===== src/rtl/misr_pkg.sv =====
package misr_pkg;

    localparam int SIG_W = 16;
    localparam logic [SIG_W-1:0] SIG_ONES = 16'hFFFF;

    typedef enum logic [2:0] {
        PH_IDLE,
        PH_SEED,
        PH_UP,
        PH_DOWN,
        PH_DRAIN,
        PH_FOLD
    } phase_e;

    // One compression cycle: shift left, feedback from taps 15,4,2,1, then XOR data.
    function automatic logic [SIG_W-1:0] misr_step(input logic [SIG_W-1:0] cur,
                                                   input logic [SIG_W-1:0] din);
        logic fb;
        fb = cur[15] ^ cur[4] ^ cur[2] ^ cur[1];
        return {cur[14:0], fb} ^ din;
    endfunction

endpackage


===== src/rtl/misr_lane.sv =====
module misr_lane
    import misr_pkg::*;
(
    input  logic             clk,
    input  logic             rst_n,
    input  logic             init_i,
    input  logic             en_i,
    input  logic [SIG_W-1:0] din_i,
    output logic [SIG_W-1:0] q_o
);

    logic [SIG_W-1:0] reg_d, reg_q;

    always_comb begin
        reg_d = reg_q;
        if (init_i)
            reg_d = SIG_ONES;
        else if (en_i)
            reg_d = misr_step(reg_q, din_i);
    end

    always_ff @(posedge clk or negedge rst_n) begin
        if (!rst_n) reg_q <= SIG_ONES;
        else        reg_q <= reg_d;
    end

    assign q_o = reg_q;

endmodule


===== src/rtl/misr_seq.sv =====
module misr_seq
    import misr_pkg::*;
#(
    parameter int AW = 8,
    parameter int NB = 4,
    localparam int FW = (NB > 1) ? $clog2(NB) : 1
) (
    input  logic          clk,
    input  logic          rst_n,
    input  logic          start_i,
    input  logic [AW-1:0] first_i,
    input  logic [AW-1:0] last_i,
    output phase_e        phase_o,
    output logic [AW-1:0] addr_o,
    output logic          issue_o,
    output logic          vld_o,
    output logic [FW-1:0] fold_o,
    output logic          done_o,
    output logic          busy_o
);

    typedef struct packed {
        phase_e        phase;
        logic [AW-1:0] addr;
        logic [AW-1:0] first;
        logic [AW-1:0] last;
        logic          vld;
        logic [FW-1:0] fold;
        logic          done;
    } seq_t;

    seq_t st_d, st_q;
    logic issue;

    always_comb begin
        st_d      = st_q;
        st_d.done = 1'b0;
        st_d.vld  = 1'b0;
        issue     = 1'b0;
        unique case (st_q.phase)
            PH_IDLE: begin
                if (start_i) begin
                    st_d.first = first_i;
                    st_d.last  = last_i;
                    st_d.phase = PH_SEED;
                end
            end
            PH_SEED: begin
                st_d.fold = '0;
                if (st_q.first <= st_q.last) begin
                    st_d.phase = PH_UP;
                    st_d.addr  = st_q.first;
                end else begin
                    st_d.phase = PH_FOLD;
                end
            end
            PH_UP: begin
                issue    = 1'b1;
                st_d.vld = 1'b1;
                if (st_q.addr == st_q.last) st_d.phase = PH_DOWN;
                else                        st_d.addr  = st_q.addr + 1'b1;
            end
            PH_DOWN: begin
                issue    = 1'b1;
                st_d.vld = 1'b1;
                if (st_q.addr == st_q.first) st_d.phase = PH_DRAIN;
                else                         st_d.addr  = st_q.addr - 1'b1;
            end
            PH_DRAIN: begin
                st_d.phase = PH_FOLD;
                st_d.fold  = '0;
            end
            PH_FOLD: begin
                if (st_q.fold == FW'(NB - 1)) begin
                    st_d.phase = PH_IDLE;
                    st_d.done  = 1'b1;
                end else begin
                    st_d.fold = st_q.fold + 1'b1;
                end
            end
            default: st_d.phase = PH_IDLE;
        endcase
    end

    always_ff @(posedge clk or negedge rst_n) begin
        if (!rst_n) begin
            st_q       <= '0;
            st_q.phase <= PH_IDLE;
        end else begin
            st_q <= st_d;
        end
    end

    assign phase_o = st_q.phase;
    assign addr_o  = st_q.addr;
    assign issue_o = issue;
    assign vld_o   = st_q.vld;
    assign fold_o  = st_q.fold;
    assign done_o  = st_q.done;
    assign busy_o  = (st_q.phase != PH_IDLE);


    seed_from_idle_chk: assert property (@(posedge clk) disable iff (!rst_n)
        (st_q.phase == PH_SEED) |-> ($past(st_q.phase) == PH_IDLE));


    window_frozen_chk: assert property (@(posedge clk) disable iff (!rst_n)
        (busy_o && $past(busy_o)) |-> ($stable(st_q.first) && $stable(st_q.last)));


    addr_in_window_chk: assert property (@(posedge clk) disable iff (!rst_n)
        issue |-> (st_q.addr >= st_q.first && st_q.addr <= st_q.last));


    done_pulse_chk: assert property (@(posedge clk) disable iff (!rst_n)
        done_o |=> !done_o);

endmodule


===== src/rtl/misr_sig_top.sv =====
module misr_sig_top
    import misr_pkg::*;
#(
    parameter int AW = 8,
    parameter int NB = 4,
    localparam int FW = (NB > 1) ? $clog2(NB) : 1
) (
    input  logic               clk,
    input  logic               rst_n,
    input  logic               start_i,
    input  logic [NB-1:0]      bank_sel_i,
    input  logic [AW-1:0]      first_addr_i,
    input  logic [AW-1:0]      last_addr_i,
    output logic [NB-1:0]      rd_en_o,
    output logic [NB*AW-1:0]   rd_addr_o,
    input  logic [NB*SIG_W-1:0] rd_data_i,
    output logic               busy_o,
    output logic               done_o,
    output logic [SIG_W-1:0]   sig_o
);

    typedef struct packed {
        logic [NB-1:0]    sel;
        logic [SIG_W-1:0] sig;
    } top_t;

    top_t st_d, st_q;

    phase_e          phase;
    logic [AW-1:0]   addr;
    logic            issue, vld, busy, done;
    logic [FW-1:0]   fold_idx;
    logic            accept;
    logic [NB-1:0]   lane_en;
    logic [SIG_W-1:0] lane_din [NB];
    logic [SIG_W-1:0] misr     [NB];

    assign accept = start_i && !busy;

    misr_seq #(.AW(AW), .NB(NB)) u_seq (
        .clk     (clk),
        .rst_n   (rst_n),
        .start_i (start_i),
        .first_i (first_addr_i),
        .last_i  (last_addr_i),
        .phase_o (phase),
        .addr_o  (addr),
        .issue_o (issue),
        .vld_o   (vld),
        .fold_o  (fold_idx),
        .done_o  (done),
        .busy_o  (busy)
    );

    // Lane control: seed, sweep data, then merge into lane 0.
    always_comb begin
        for (int b = 0; b < NB; b++) begin
            lane_en[b]  = 1'b0;
            lane_din[b] = SIG_ONES;
            if (phase == PH_SEED) begin
                lane_en[b] = st_q.sel[b];
            end else if (vld) begin
                lane_en[b]  = st_q.sel[b];
                lane_din[b] = rd_data_i[b*SIG_W +: SIG_W];
            end
        end
        if (phase == PH_FOLD) begin
            lane_en[0]  = st_q.sel[fold_idx];
            lane_din[0] = misr[fold_idx];
        end
    end

    always_comb begin
        st_d = st_q;
        if (accept) st_d.sel = bank_sel_i;
        if (phase == PH_FOLD && fold_idx == FW'(NB - 1))
            st_d.sig = lane_en[0] ? misr_step(misr[0], lane_din[0]) : misr[0];
    end

    always_ff @(posedge clk or negedge rst_n) begin
        if (!rst_n) st_q <= '0;
        else        st_q <= st_d;
    end

    generate
        for (genvar gb = 0; gb < NB; gb++) begin : g_lane
            misr_lane u_lane (
                .clk    (clk),
                .rst_n  (rst_n),
                .init_i (accept),
                .en_i   (lane_en[gb]),
                .din_i  (lane_din[gb]),
                .q_o    (misr[gb])
            );

            assign rd_en_o[gb]                = issue && st_q.sel[gb];
            assign rd_addr_o[gb*AW +: AW]     = addr;


            seed_value_chk: assert property (@(posedge clk) disable iff (!rst_n)
                (phase != PH_SEED && $past(phase) == PH_SEED && st_q.sel[gb])
                    |-> (misr[gb] == 16'h0001));

            if (gb == 0) begin : g_b0

                idle_lane0_chk: assert property (@(posedge clk) disable iff (!rst_n)
                    (busy && !st_q.sel[0] && phase != PH_FOLD && phase != PH_SEED)
                        |-> (misr[0] == SIG_ONES));
            end else begin : g_bn

                idle_lane_chk: assert property (@(posedge clk) disable iff (!rst_n)
                    (busy && phase != PH_SEED && !st_q.sel[gb]) |-> (misr[gb] == SIG_ONES));
            end
        end
    endgenerate

    assign busy_o = busy;
    assign done_o = done;
    assign sig_o  = st_q.sig;


    done_not_busy_chk: assert property (@(posedge clk) disable iff (!rst_n)
        done_o |-> !busy_o);


    sig_hold_chk: assert property (@(posedge clk) disable iff (!rst_n)
        (!done_o && !$past(done_o) && busy_o) |-> $stable(sig_o));

endmodule


===== config.mk =====
export PLATFORM = sky130hd
export DESIGN_NAME = misr_sig_top
export DESIGN_NICKNAME = d
export VERILOG_FILES = /design/src/rtl/misr_pkg.sv /design/src/rtl/misr_lane.sv /design/src/rtl/misr_seq.sv /design/src/rtl/misr_sig_top.sv
export SDC_FILE = /design/constraint.sdc
export NUM_CORES = 1
export LEC_CHECK = 0
export ABC_AREA = 1
export BUFFER_PORTS_ARGS = -buffer_cell sky130_fd_sc_hd__buf_2
export CORE_MARGIN = 2
export CORE_UTILIZATION = 59
export CTS_CLUSTER_SIZE = 14
export DETAILED_ROUTE_END_ITERATION = 12
export PLACE_DENSITY = 0.82
export SYNTH_ARGS = -nofsm -noshare
export SYNTH_HDL_FRONTEND = slang
export SYNTH_HIERARCHICAL = 1
export SYNTH_SLANG_ARGS = --single-unit

===== constraint.sdc =====
create_clock -name clk -period 2.4 [get_ports clk]
set_input_delay 0.36 -clock clk [delete_from_list [all_inputs] [get_ports clk]]
set_output_delay 0.36 -clock clk [all_outputs]
set_load 0.02 [all_outputs]

-- Word-level counts from Yosys, hierarchy flattened
Index checks and enable logic that the tools add are counted.
- bitwise logic cells: 17
- muxes and demuxes: 46
- $lt $le $gt $ge: 3
- eq/ne operators: 16
- add/sub/neg operators: 3
- reduce and logical (&&, ||, !) cells: 20
- operators with widths (kind ; number):
    two-way mux 16 bit ; 19
    bitwise XOR 16 bit ; 4
    binary-select mux 16 bit (select 2 bit) ; 1
    two-way mux 8 bit ; 3
    one-hot mux 8 bit (3 select lines) ; 1
    one-hot mux 3 bit (6 select lines) ; 1
    equality test 8 bit ; 2
    two-way mux 3 bit ; 5
    two-way mux 1 bit ; 13
    bitwise XOR 1 bit ; 12
    adder 8 x 1 -> 8 bit (second input constant) ; 1
    <= comparator 8 bit ; 1
    != test 2 x 1 -> 1 bit (second input constant) ; 4
    != test 2 bit (second input constant) ; 4
    AND reduction 4 bit ; 2
    nonzero test 2 bit ; 4
    subtractor 8 x 1 -> 8 bit (second input constant) ; 1
    equality test 3 x 2 -> 1 bit (second input constant) ; 2
    equality test 3 bit (second input constant) ; 2
    logical AND 1 bit ; 6
    nonzero test 3 bit ; 2
    one-hot mux 2 bit (2 select lines) ; 1
    AND reduction 2 bit ; 2
    OR reduction 2 bit ; 2
    10 further kinds ; 10
- output and inout bits: 54
- logic and storage cells: 118
- register bits after elaboration: 115
- input bits: 87

-- Longest topological paths before layout
- depth in word-level cells: 8
- gate-level depth with buffers: 15
- gate-level depth less buffers: 13

-- Modules after synthesis
The synthesis kept the hierarchy.
- by module, submodules not included (module ; area an instance (µm²) ; seq. area each (µm²) ; instances ; cells an instance):
    misr_lane ; 904.6 ; 420.4 ; 4 ; 90
    misr_sig_top ; 3377.0 ; 500.5 ; 1 ; 635
    misr_seq ; 2278.4 ; 775.7 ; 1 ; 330

-- Least setup slack after synthesis
No wires, ideal clock.
- kind: register to register
- start: reg u_seq/phase_o[0] (netlist name)
- end: reg g_lane[0].u_lane.reg_q[13]
- buffers on the path: 2
- data required time: 2.341 ns
- arrival time: 1.945 ns
- period minus slack after synthesis: 2.004 ns
- setup slack: 0.396 ns
- library setup time: 0.059 ns
- cell stages (with the launch flop): 10
- path through: dfrtp_1 > buf_2 > nor2_2 > nand2_1 > nor2_1 > nor2_1 > inv_1 > buf_4 > o22ai_1 > inv_1
- elaborated cells between the ends (all ways): 12
- those cells by class: 2 x eq/ne; 6 x mux; 1 x bitwise; 3 x reduce/logical
- RTL lines (what ; RTL line ; source):
    nonzero test 3 bit ; misr_seq.sv:100 ; assign busy_o = (st_q.phase != PH_IDLE);
    net busy_o ; misr_sig_top.sv:17 ; output logic busy_o,
    zero test 1 bit ; misr_sig_top.sv:38 ; assign accept = start_i && !busy;
    logical AND 1 bit ; misr_sig_top.sv:38 ;
    net accept ; misr_sig_top.sv:33 ; logic accept;
    two-way mux 16 bit ; misr_lane.sv:16 ; if (init_i)
    end signal: assignment ; misr_lane.sv:24 ; else reg_q <= reg_d;
    end: declaration ; misr_lane.sv:12 ; logic [SIG_W-1:0] reg_d, reg_q;
The timed path passes the listed nets, and every way through them passes these cells.
A chain may end at the register's enable or synchronous reset.

-- Worst setup path after layout
- start: reg u_seq/phase_o[2] (netlist name)
- end: out rd_en_o[0]
- word-level cells in the longest chain between the ends: 4
- elaborated cells between the ends (all ways): 5
- those cells by class: 2 x eq/ne; 1 x mux; 2 x reduce/logical
- RTL lines (what ; RTL line ; source):
    equality test 3 x 2 -> 1 bit ; misr_seq.sv:40 ; unique case (st_q.phase)
    OR reduction 2 bit (no source line) * ; - ;
    two-way mux 1 bit * ; misr_seq.sv:40 ;
    net issue ; misr_sig_top.sv:31 ; logic issue, vld, busy, done;
    logical AND 1 bit * ; misr_sig_top.sv:96 ; assign rd_en_o[gb] = issue && st_q.sel[gb];
    end: declaration ; misr_sig_top.sv:14 ; output logic [NB-1:0] rd_en_o,
The timed path passes the listed nets; every way through them passes the cells marked *.

==> results.txt <==
Yosys warns = 6
Largest net degree at the start of global routing = 49
Hold Path Class = input pin to register
Crit path capture type = primary output
Total core area = 15,300 sq um
Clock Tree Root = clkbuf_16
Chip width = 129 microns
Post-synth EDFFs = 0
LEAKAGE = 5.53 nW
Share of cells above drive strength 1 = 26.6%
Routability Congestion = 0.957
Total power = 15.5 mW
H-tree levels = 4
Post-layout min period = 2.21 ns
Dpl ws = 0.275 ns
Fin util = 67.6%
Synth Register Bits = 115
CP Max Fanout = 9
Most frequent cells in the layout = nand2_1 (385), inv_1 (227), nand3_1 (142), buf_2 (139), dfstp_2 (64)
Vias after detailed routing = 8,503
Most common cell after layout, fill and taps aside = nand2_1
Cell variety after synth = 37
Area grow syn2layout = 11.3%
Worst-Margin Slew = 0.790 ns
Row count = 45
Vias per cell = 5.19
Hold Fails Final Rpt = 0
Endpoints failing setup = 0
Filler cells = 1,278
Synthesized area = 9270 sq um
Worst Path Required = 2.04 ns
Starting DRT DRC Count = 584
GR Overflow Total = 0
Routed WL = 24,100 microns
Deepest clock path buffer count = 2
Starting density of the core = 60.8%
Unrepaired setup endpoints after global routing = no
TritonCTS clock tree = done
All-Layer GR Usage = 29.2%
Skew final = 0.00550 ns
Setup TNS = 0 ns
Worst-path clk slew = 0.05 ns
Fmax = 453 MHz
CTS Buf Count = 17
# DRC = 0
Largest vdd supply drop = 0.931 mV
Top Ports = 141
FFs w/ async S/R, synth = 100%
Final Slew Violations = 0
CP startpoint kind = register
Status = completed
Clk_lat worst skew = 0.42 ns
Vias in the first global route = 8,187
I/O Buffers = 140
Primary FF master, synth = dfstp_2
Register area share after synthesis = 31.9%
Routed length per instance = 14.7 microns
DP HPWL = 16,900 microns
Pre-antenna DRT Iters = 7
Die H = 129 microns
WS Path Type = register to primary output
Avg Inst Size Synth = 7.00 sq um
Max Cap Viol = 0
PwrDens = 1500 nW/um^2
Initial antenna violation count = 0
Syn Inst Count = 1,325
Fin nets = 1,518
Slew Limit Headroom = 47.4%
WP data arrival = 1.85 ns
Post-DRT Antenna Nets = 0
Clock sink count = 115
Post-Synthesis Net Count = 1,428
Die area = 16,700 sq um
Period utilization = 92.1%
First-pass GRT wire length = 38,300 microns
Crit path setup slack, layout = 0.190 ns
## critical path, stage by stage, from the launching register on
cell     delay (ns)
dfrtp_1        0.39
buf_4          0.18
nor2_2         0.32
buf_4          0.24
nand2_1        0.08
inv_1          0.06
buf_2          0.15
## path summary, 6_finish.rpt
check                            startpoint                       end  slack (ns)  depth (start not counted)
max                        u_seq/phase_o[2]                rd_en_o[0]        0.19                          6
min                         first_addr_i[4]            u_seq/st_q[16]        0.15                          2
max reg2reg                u_seq/phase_o[0]  g_lane[2].u_lane/q_o[11]        0.28                         13
min reg2reg                        sig_o[9]                  sig_o[9]        0.47                          2
max in group asynchronous             rst_n   g_lane[0].u_lane/q_o[0]        1.21                          3
min in group asynchronous             rst_n                  sig_o[6]        0.51                          2
## power breakdown
group          leakage (nW)  switching [mW]  internal [mW]
clock                 0.278           0.871           1.50
combinational          3.99            5.53           3.34
sequential             1.27            1.06           3.18
total                  5.53            7.47           8.03
## cell families after synthesis
group | Yosys count | share of synthesized area, %
compound gates | 112 | 9.31
xor+xnor | 73 | 6.89
fa+ha+maj | 16 | 2.24
buf+inv | 345 | 18.0
flops | 115 | 31.9
mux | 3 | 0.364
simple gates | 661 | 31.3
## final cells by class
| type | instances | area [sq um] | share of cell area (%) |
|---|---|---|---|
| diodes | 1 | 2.50 | 0.0242 |
| clock inverters | 4 | 20.0 | 0.194 |
| inverters | 246 | 927 | 8.98 |
| multi-input cells | 865 | 4650 | 45.0 |
| clock buffers | 27 | 534 | 5.18 |
| repair buffers | 170 | 968 | 9.38 |
| flip-flops and latches | 115 | 2960 | 28.7 |
| well taps | 211 | 264 | 2.56 |
## cells in the mapped netlist (all sizes together) (12+ instances only)
cell type / number / area, sq um
ha: 15 / 188
o21ai: 25 / 125
or2: 54 / 338
xor2: 61 / 534
dfrtp: 51 / 1280
nand2: 388 / 1470
dfstp: 64 / 1680
xnor2: 12 / 105
nor2: 65 / 259
buf: 92 / 721
o22ai: 60 / 601
inv: 244 / 916
a21oi: 26 / 130
nand3: 148 / 786
## what timing repair did
| item | 4_1_cts | 5_1_grt |
|---|---|---|
| endpoints found under the hold margin | 13 | 0 |
| buffers inserted | 0 | 1 |
| hold buffers | 1 | 0 |
| setup endpoints to repair | 0 | 13 |
| gates resized for setup | 0 | 2 |
## registers in the layout (all words and copies together), names as in the netlist
| register | flops |
|---|---|
| g_lane.u_lane/q_o | 64 |
| sig_o | 16 |
| u_seq/st_q | 16 |
| u_seq/addr_o | 8 |
| st_q | 4 |
| u_seq/phase_o | 3 |
| u_seq/fold_o | 2 |
| u_seq/done_o | 1 |
| u_seq/vld_o | 1 |
## stage by stage
step,hold slack (ns),instances,area (sq um)
2_1_floorplan,0.0644,1325,9270
6_report,0.152,1639,10300
5_1_grt,0.147,1638,10300
4_1_cts,0.143,1637,10300
3_3_place_gp,0.388,1605,9730
3_5_place_dp,0.398,1605,9730
## metal layers
metal | global-route usage (%) | part of all wire [%] | up-vias
li1 | - | - | 4200
met4 | 15.5 | 4.1 | 0
met2 | 51.0 | 49 | 348
met3 | 5.86 | 6.6 | 72
met5 | 0 | 0 | -
met1 | 33.9 | 40 | 3883
No activity file was read; power rests on OpenSTA's default activity.
